[src/rtl/modexp_pkg.sv]
package modexp_pkg;

    typedef enum logic [1:0] {
        PH_IDLE   = 2'd0,
        PH_REDUCE = 2'd1,
        PH_SQUARE = 2'd2,
        PH_MULT   = 2'd3
    } phase_t;

endpackage

[src/rtl/modexp_lead_one.sv]
module modexp_lead_one #(
    parameter int WIDTH = 32,
    parameter int IDXW  = (WIDTH > 1) ? $clog2(WIDTH) : 1
) (
    input  logic [WIDTH-1:0] vec_i,
    output logic [IDXW-1:0]  idx_o
);

    // Highest set bit position; 0 when the vector is empty.
    always_comb begin
        idx_o = '0;
        for (int i = 0; i < WIDTH; i++) begin
            if (vec_i[i]) begin
                idx_o = IDXW'(i);
            end
        end
    end

endmodule

[src/rtl/modexp_mulred.sv]
module modexp_mulred #(
    parameter int WIDTH = 32,
    parameter int IDXW  = (WIDTH > 1) ? $clog2(WIDTH) : 1
) (
    input  logic             clk,
    input  logic             rst_n,
    input  logic             go_i,
    input  logic [WIDTH-1:0] a_i,
    input  logic [WIDTH-1:0] b_i,
    input  logic [WIDTH-1:0] n_i,
    output logic [WIDTH-1:0] prod_o,
    output logic             done_o
);

    typedef struct packed {
        logic [WIDTH-1:0] p;
        logic [WIDTH-1:0] a;
        logic [WIDTH-1:0] b;
        logic [WIDTH-1:0] n;
        logic [IDXW-1:0]  cnt;
        logic             busy;
        logic             done;
    } mr_regs_t;

    mr_regs_t r_q, r_d;

    logic [WIDTH:0] dbl, dbl_red, acc, acc_red, n_ext, b_ext;

    // One interleaved step: double, fold back, add the selected addend, fold back.
    always_comb begin
        n_ext   = {1'b0, r_q.n};
        b_ext   = {1'b0, r_q.b};
        dbl     = {r_q.p, 1'b0};
        dbl_red = (dbl >= n_ext) ? dbl - n_ext : dbl;
        acc     = dbl_red + (r_q.a[WIDTH-1] ? b_ext : '0);
        acc_red = (acc >= n_ext) ? acc - n_ext : acc;
    end

    always_comb begin
        r_d      = r_q;
        r_d.done = 1'b0;
        if (go_i) begin
            r_d.p    = '0;
            r_d.a    = a_i;
            r_d.b    = b_i;
            r_d.n    = n_i;
            r_d.cnt  = IDXW'(WIDTH - 1);
            r_d.busy = 1'b1;
        end else if (r_q.busy) begin
            r_d.p   = acc_red[WIDTH-1:0];
            r_d.a   = {r_q.a[WIDTH-2:0], 1'b0};
            r_d.cnt = r_q.cnt - 1'b1;
            if (r_q.cnt == '0) begin
                r_d.busy = 1'b0;
                r_d.done = 1'b1;
            end
        end
    end

    always_ff @(posedge clk or negedge rst_n) begin
        if (!rst_n) begin
            r_q <= '0;
        end else begin
            r_q <= r_d;
        end
    end

    assign prod_o = r_q.p;
    assign done_o = r_q.done;

    // the running partial value never reaches the modulus
    a_r6_partial_below_mod: assert property (@(posedge clk) disable iff (!rst_n)
        (r_q.busy && r_q.n != '0) |-> (r_q.p < r_q.n));

    // a product completion is a single-cycle event
    a_r6_done_single: assert property (@(posedge clk) disable iff (!rst_n)
        done_o |=> !done_o);

endmodule

[src/rtl/modexp_engine.sv]
module modexp_engine #(
    parameter int WIDTH = 32,
    parameter int TAGW  = 4
) (
    input  logic             clk,
    input  logic             rst_n,
    input  logic             start,
    input  logic [WIDTH-1:0] msg_i,
    input  logic [WIDTH-1:0] exp_i,
    input  logic [WIDTH-1:0] mod_i,
    input  logic [TAGW-1:0]  tag_i,
    output logic [WIDTH-1:0] result_o,
    output logic [TAGW-1:0]  tag_o,
    output logic             finished_o,
    output logic             busy_o
);

    import modexp_pkg::*;

    localparam int IDXW = (WIDTH > 1) ? $clog2(WIDTH) : 1;

    typedef struct packed {
        phase_t           phase;
        logic [WIDTH-1:0] e;
        logic [WIDTH-1:0] n;
        logic [WIDTH-1:0] mr;
        logic [IDXW-1:0]  idx;
        logic             go;
        logic [WIDTH-1:0] op_a;
        logic [WIDTH-1:0] op_b;
        logic             busy;
        logic             fin;
        logic [WIDTH-1:0] res;
        logic [TAGW-1:0]  tag;
    } eng_regs_t;

    eng_regs_t r_q, r_d;

    logic [IDXW-1:0]  lead_idx;
    logic [WIDTH-1:0] prod;
    logic             prod_done;
    logic [WIDTH-1:0] one_mod;

    modexp_lead_one #(.WIDTH(WIDTH), .IDXW(IDXW)) u_lead (
        .vec_i (exp_i),
        .idx_o (lead_idx)
    );

    modexp_mulred #(.WIDTH(WIDTH), .IDXW(IDXW)) u_mulred (
        .clk    (clk),
        .rst_n  (rst_n),
        .go_i   (r_q.go),
        .a_i    (r_q.op_a),
        .b_i    (r_q.op_b),
        .n_i    (r_q.n),
        .prod_o (prod),
        .done_o (prod_done)
    );

    // 1 mod n for the modulus presented at the port
    assign one_mod = (mod_i == WIDTH'(1)) ? '0 : WIDTH'(1);

    always_comb begin
        r_d     = r_q;
        r_d.go  = 1'b0;
        r_d.fin = 1'b0;
        unique case (r_q.phase)
            PH_IDLE: begin
                if (start) begin
                    r_d.e   = exp_i;
                    r_d.n   = mod_i;
                    r_d.tag = tag_i;
                    if (exp_i == '0) begin
                        r_d.res = one_mod;
                        r_d.fin = 1'b1;
                    end else begin
                        r_d.idx   = lead_idx;
                        r_d.op_a  = msg_i;
                        r_d.op_b  = one_mod;
                        r_d.go    = 1'b1;
                        r_d.busy  = 1'b1;
                        r_d.phase = PH_REDUCE;
                    end
                end
            end
            PH_REDUCE, PH_MULT: begin
                if (prod_done) begin
                    if (r_q.phase == PH_REDUCE) begin
                        r_d.mr = prod;
                    end
                    if (r_q.idx == '0) begin
                        r_d.res   = prod;
                        r_d.fin   = 1'b1;
                        r_d.busy  = 1'b0;
                        r_d.phase = PH_IDLE;
                    end else begin
                        r_d.op_a  = prod;
                        r_d.op_b  = prod;
                        r_d.go    = 1'b1;
                        r_d.idx   = r_q.idx - 1'b1;
                        r_d.phase = PH_SQUARE;
                    end
                end
            end
            PH_SQUARE: begin
                if (prod_done) begin
                    if (r_q.e[r_q.idx]) begin
                        r_d.op_a  = prod;
                        r_d.op_b  = r_q.mr;
                        r_d.go    = 1'b1;
                        r_d.phase = PH_MULT;
                    end else if (r_q.idx == '0) begin
                        r_d.res   = prod;
                        r_d.fin   = 1'b1;
                        r_d.busy  = 1'b0;
                        r_d.phase = PH_IDLE;
                    end else begin
                        r_d.op_a  = prod;
                        r_d.op_b  = prod;
                        r_d.go    = 1'b1;
                        r_d.idx   = r_q.idx - 1'b1;
                    end
                end
            end
            default: r_d.phase = PH_IDLE;
        endcase
    end

    always_ff @(posedge clk or negedge rst_n) begin
        if (!rst_n) begin
            r_q <= '0;
        end else begin
            r_q <= r_d;
        end
    end

    assign result_o   = r_q.res;
    assign tag_o      = r_q.tag;
    assign finished_o = r_q.fin;
    assign busy_o     = r_q.busy;

    // a finished result is already reduced below the modulus
    a_r6_result_below_mod: assert property (@(posedge clk) disable iff (!rst_n)
        (finished_o && r_q.n != '0) |-> (result_o < r_q.n));

    // busy is already low in the finishing cycle
    a_r8_finish_clears_busy: assert property (@(posedge clk) disable iff (!rst_n)
        finished_o |-> !busy_o);

    // busy only rises after a start was presented
    a_r8_busy_from_start: assert property (@(posedge clk) disable iff (!rst_n)
        $rose(busy_o) |-> $past(start));

    // a start during a job leaves the job's tag untouched
    a_r9_busy_start_ignored: assert property (@(posedge clk) disable iff (!rst_n)
        (busy_o && start) |=> $stable(tag_o));

endmodule

[config.mk]
export PLATFORM = sky130hd
export DESIGN_NAME = modexp_engine
export DESIGN_NICKNAME = d
export VERILOG_FILES = /design/src/rtl/modexp_pkg.sv /design/src/rtl/modexp_lead_one.sv /design/src/rtl/modexp_mulred.sv /design/src/rtl/modexp_engine.sv
export SDC_FILE = /design/constraint.sdc
export NUM_CORES = 1
export LEC_CHECK = 0
export ABC_AREA = 1
export CAP_MARGIN = 0
export CORE_UTILIZATION = 25
export DETAILED_ROUTE_END_ITERATION = 7
export PLACE_DENSITY_LB_ADDON = 0.2
export SYNTH_ARGS = -nofsm -noshare
export SYNTH_HDL_FRONTEND = slang
export SYNTH_HIERARCHICAL = 1
export SYNTH_SLANG_ARGS = --single-unit
[constraint.sdc]
create_clock -name clk -period 11 [get_ports clk]
set_input_delay 2.2 -clock clk [delete_from_list [all_inputs] [get_ports clk]]
set_output_delay 2.2 -clock clk [all_outputs]
set_load 0.05 [all_outputs]
# [Yosys cells after proc, flatten, opt, wreduce, memory -nomap -nowiden]
# Index checks and enable logic that the tools add are counted.
[word_totals] regBits=341 inputBits=103 output_inout_bits=38 wordCells=112
[op_classes] n_addsub=5 magnitude_cmp=3 n_eq_ne=11 muxes=62 reduce_logical=12
[ops] op="$pmux 104 s3" n=1
[ops] op="$mux 104" n=2
[ops] op="$mux 64" n=2
[ops] op="$mux 108" n=1
[ops] op="$mux 5" n=17
[ops] op="$mux 71" n=1
[ops] op="$mux 70" n=1
[ops] op="$mux 34" n=2
[ops] op="$ge 33x32->1" n=2
[ops] op="$mux 33" n=2
[ops] op="$mux 66" n=1
[ops] op="$mux 65" n=1
[ops] op="$mux 32" n=2
[ops] op="$add 33x32->33" n=1
[ops] op="$sub 33x32->33" n=1
[ops] op="$eq 32x1->1 const B" n=1
[ops] op="$logic_not 32->1" n=1
[ops] op="$mux 4" n=8
[ops] op="$sub 32x32->32" n=1
[ops] op="$mux 2" n=9
[ops] op="$reduce_and 5->1" n=3
[ops] op="$mux 3" n=4
[ops] op="$logic_not 5->1" n=2
[ops] op="$sub 5x1->5 const B" n=2
[ops] op="other kinds (17)" n=25

# [Logic depth before layout (Yosys ltp)]
[logic_depth] word_depth=34 ltp_mapped=42 mapped_depth_nobuf=40

# [Cells and area by module]
# The synthesis kept the hierarchy.
[modules_own_cells] mod="modexp_mulred" n_inst=1 cells_per_inst=1930 area_each_um2=12578.3 seq_area_each_um2=3378.2
[modules_own_cells] mod="modexp_engine" n_inst=1 cells_per_inst=1521 area_each_um2=11164.5 seq_area_each_um2=5154.9
[modules_own_cells] mod="modexp_lead_one" n_inst=1 cells_per_inst=100 area_each_um2=407.9 seq_area_each_um2=0.0

# [Worst setup path before layout]
# Ideal clock, no wire load.
[synth_timing] path_kind="register to register" from="register u_mulred.r_q, in the netlist u_mulred/prod_o[9]" to="register u_mulred.r_q, in the netlist u_mulred/prod_o[10]" setup_time_ps=118 arrival_ps=5079 t_required_ps=10882 slack_ps=5803 path_stages_with_launch=35 n_path_buf=2 period_less_slack_ps=5197 cell_sequence="dfrtp_1 -> ha_1 -> a21oi_1 -> o21ai_0 -> a21oi_1 -> nand2_4 -> nand2_2 -> nand2_4 -> inv_1 -> clkbuf_1 -> nor2_1 -> ha_1 -> fa_1 -> nand2_1 -> nand2_1 -> and2_1 -> nand2_1 -> nand3_1 -> nand2_1 -> nand2_1 -> nand2_1 -> nand2_1 -> xor2_1 -> inv_1 -> ha_1 -> a21oi_1 -> o21a_1 -> o21ai_0 -> a21oi_1 -> nand2_1 -> nand2_2 -> clkbuf_1 -> nand4_1 -> nand3_1 -> nand2_1"
[synth_between] elab_chain_len=7 elab_cells_between_ends=9 cone_classes="3 x add/sub; 2 x order compare; 4 x mux"
[synth_lines] element="from (decl)" line_no="modexp_mulred.sv:25" rtl="mr_regs_t r_q, r_d;"
[synth_lines] element="from (signal assigned)" line_no="modexp_mulred.sv:64" rtl="r_q <= r_d;"
[synth_lines] element="$sub 33x32->33 / $ge 33x32->1 (equally long branches)" line_no="modexp_mulred.sv:34" rtl="dbl_red = (dbl >= n_ext) ? dbl - n_ext : dbl;"
[synth_lines] element="$mux 33 (*)" line_no="modexp_mulred.sv:34"
[synth_lines] element="$add 33x32->33 (*)" line_no="modexp_mulred.sv:35" rtl="acc = dbl_red + (r_q.a[WIDTH-1] ? b_ext : '0);"
[synth_lines] element="$sub 32x32->32 / $ge 33x32->1 (equally long branches)" line_no="modexp_mulred.sv:36" rtl="acc_red = (acc >= n_ext) ? acc - n_ext : acc;"
[synth_lines] element="$mux 32 (*)" line_no="modexp_mulred.sv:36"
[synth_lines] element="$mux 64 (*)" line_no="modexp_mulred.sv:49" rtl="end else if (r_q.busy) begin"
[synth_lines] element="$mux 64 (*)" line_no="modexp_mulred.sv:42" rtl="if (go_i) begin"
# Mark *: on every way between the ends. The rest lies on a longest branch, timed or not. The select of a mux whose other input is x is not followed.
# A chain may end at the register's enable or synchronous reset.

# [Worst setup path in the final report]
[layout_timing] from="register u_mulred.r_q, in the netlist u_mulred/prod_o[5]" to="register u_mulred.r_q, in the netlist u_mulred/prod_o[1]"
[layout_between] elab_chain_len=7 elab_cells_between_ends=9 cone_classes="3 x add/sub; 2 x order compare; 4 x mux"
[layout_lines] element="$sub 33x32->33 / $ge 33x32->1 (equally long branches)" line_no="modexp_mulred.sv:34"
[layout_lines] element="$mux 33 (*)" line_no="modexp_mulred.sv:34"
[layout_lines] element="$add 33x32->33 (*)" line_no="modexp_mulred.sv:35"
[layout_lines] element="$ge 33x32->1 / $sub 32x32->32 (equally long branches)" line_no="modexp_mulred.sv:36"
[layout_lines] element="$mux 32 (*)" line_no="modexp_mulred.sv:36"
[layout_lines] element="$mux 64 (*)" line_no="modexp_mulred.sv:49"
[layout_lines] element="$mux 64 (*)" line_no="modexp_mulred.sv:42"
# Marks and branches as above.

==> out/summary.txt <==
drt pass-1 iters -> 5
CP max-delay cell -> nand4_4
#FFs+latches synth -> 341
dpl hpwl -> 63.61 mm
initial antenna violation count -> 0
Hold WC Path Type -> register to register
vias in the first global route -> 21880
total gr overflow -> 0
status -> complete, no violations
Top Ports -> 141
post-synthesis cell type count -> 53
overall global routing resource usage -> 0.1747
Final Routed Wirelength -> 85.85 mm
Slew Limit Fails -> 0
NumNets Final -> 3744
synthesized area -> 24150 sq um
CTS max path bufs -> 3
most numerous cell in the Yosys netlist -> nand2_1
layout overhead on the synthesized area -> 13.91%
CTS clk-pin slew, worst paths -> 0.06 ns
CTS tree -> done
port bufs -> 140
leading cell types by count after synthesis -> nand2_1, inv_1, dfrtp_1
sequential area share after synthesis -> 0.3533
initial DRC count -> 1776
H-tree levels -> 2
top-area cell type share of the netlist area -> 0.3533
ant diodes -> 0
CTS Root Cell -> clkbuf_16
Mean Syn Cell Area -> 6.801 sq um
Setup crit start kind -> register
largest net degree at the start of global routing -> 131
clk sinks -> 341
crit end category -> register
Die Span X -> 312.8 um
Top cell by count, worst path -> nand2_1
site row count -> 113
post-detailed-route wirelength per cell -> 17.76 um
worst skew pair latency -> 0.60 ns
Tmin final -> 7.402 ns
Yosys top cell by area -> dfrtp_1
first-pass GRT wire length -> 134.1 mm
layout cells sized above 1 -> 0.04482
Final setup viols -> 0
fin cells -> 4835
vias per cell -> 4.591
Final ANT Viol Nets -> 0
crit path DAT -> 7.93 ns
RD Place Congestion -> 0.9457
die height -> 312.8 um
crit-path max cell delay -> 0.58 ns
Vias -> 22200
Post-Route Skew -> 0.02197 ns
fin worst setup slack -> 3.598 ns
Place WS -> 3.724 ns
CTS Buf Count -> 43
final hold vios -> 0
kind of critical path -> register to register
Initial Util -> 0.2534
hold buffers post-CTS -> 0
post_cts resized -> 0
Post-CTS Setup Inserts -> 0
Slew headroom -> 0.3127
Fillers -> 10630
Warnings, synthesis -> 6
Hold Path Cell Cnt -> 2
Most used DFF post-synth -> dfrtp_1
Core Footprint -> 95290 sq um
Final period util -> 0.6729
Die Area -> 97850 sq um
Crit Path Max Fanout -> 35
Fmax -> 135.1 MHz
DRC Markers -> 0
Synth Instances -> 3551
maxcap violations -> 0
fraction of registers with async set/reset -> 1.000
Mapped Nets -> 3756
Worst Reg-to-Reg Cells -> 34
Synth area leaders -> dfrtp_1, nand2_1, inv_1
unrepaired setup endpoints after global routing -> false
Post-Place Cells -> 4759
Crit path required time -> 11.53 ns
slew of the pin with the lowest slew margin -> 1.031 ns
Post-synth EDFFs -> 0
TNS Setup -> 0 ns
## critical path: cells and delay by family (launching register included)
family | cells | cell delay [ns]
and+or+nand+nor | 22 | 3.49
adders and majority gates | 3 | 1.07
buffers and inverters | 4 | 0.95
AOI/OAI and AO/OA | 4 | 0.95
DFF | 1 | 0.42
xor gates and xnor gates | 1 | 0.39
## per-layer routing
layer,wire (um),vias to the layer above,GRT usage,share of wire
met1,39350,10330,0.2362,0.46
met5,0,-,0,0
li1,-,11290,-,-
met2,40620,493,0.2920,0.47
met3,3712,86,0.02190,0.043
met4,2171,0,0.04767,0.025
## flip-flops by register name, summed over array words and instances, names as in the netlist
signal,count
result_o,32
u_mulred/prod_o,32
busy_o,1
u_mulred/r_q,38
u_mulred/b_ext,32
finished_o,1
tag_o,4
u_mulred/done_o,1
r_q,168
u_mulred/n_ext,32
## placed cells by master, fill, tap and decap left out, drive strengths merged, types with 4 or more instances in the layout
master,n
xnor2,35
nand2,1210
nor2,242
inv,445
nand3,270
nand3b,41
a21o,15
a21boi,4
o211ai,7
clkbuf,57
a31oi,6
nand4,82
a21oi,116
o21ai,278
nor4,11
o21a,7
or2,5
nor3,21
dfrtp,341
xor2,35
clkdlybuf4s50,139
buf,23
clkinv,12
ha,99
o221ai,28
o21bai,17
## logic make-up (layout without fill, tap and decap cells)
group,count (synthesis),in the layout,share of synthesized area
AO/OA/AOI/OAI,486,486,0.1118
XOR/XNOR,70,70,0.02539
adder cells (fa/ha/maj),102,102,0.05378
buffers and inverters,663,682,0.1219
flip-flops,341,341,0.3533
multiplexers,1,1,0.0004145
AND/OR/NAND/NOR,1888,1888,0.3334
## path summary, 6_finish.rpt
| path | from | endpoint | slack (ns) |
|---|---|---|---|
| hold / removal | u_mulred/b_ext[2] | u_mulred/b_ext[2] | 0.47 |
| setup reg to reg | u_mulred/prod_o[5] | u_mulred/prod_o[1] | 3.60 |
| setup / recovery | u_mulred/prod_o[5] | u_mulred/prod_o[1] | 3.60 |
| min in group asynchronous | rst_n | r_q[68] | 1.69 |
| hold reg to reg | u_mulred/b_ext[2] | u_mulred/b_ext[2] | 0.47 |
| max in group asynchronous | rst_n | u_mulred/n_ext[2] | 7.21 |
## layout make-up
class | instances | area, sq um | share of cell area
multi-input combinational | 2547 | 12710 | 0.4621
clock inverter | 19 | 193.9 | 0.007050
clock buffer | 57 | 1219 | 0.04430
sequential | 341 | 8538 | 0.3104
tap | 1265 | 1583 | 0.05754
inverter | 444 | 1680 | 0.06108
timing repair buffer | 162 | 1584 | 0.05758
## stage by stage
stage | util | cell area (sq um) | hold slack (ns)
after CTS | 0.2887 | 27510 | 0.4721
after detailed placement | 0.2739 | 26100 | 0.4580
after global placement | 0.2739 | 26100 | 0.4536
final | 0.2887 | 27510 | 0.4706
after global routing | 0.2887 | 27510 | 0.4842
after floorplan | - | 24150 | 0.4343
Power is not shown: default switching activity piles up to over one toggle a cycle in this logic, so the estimate is an artifact.
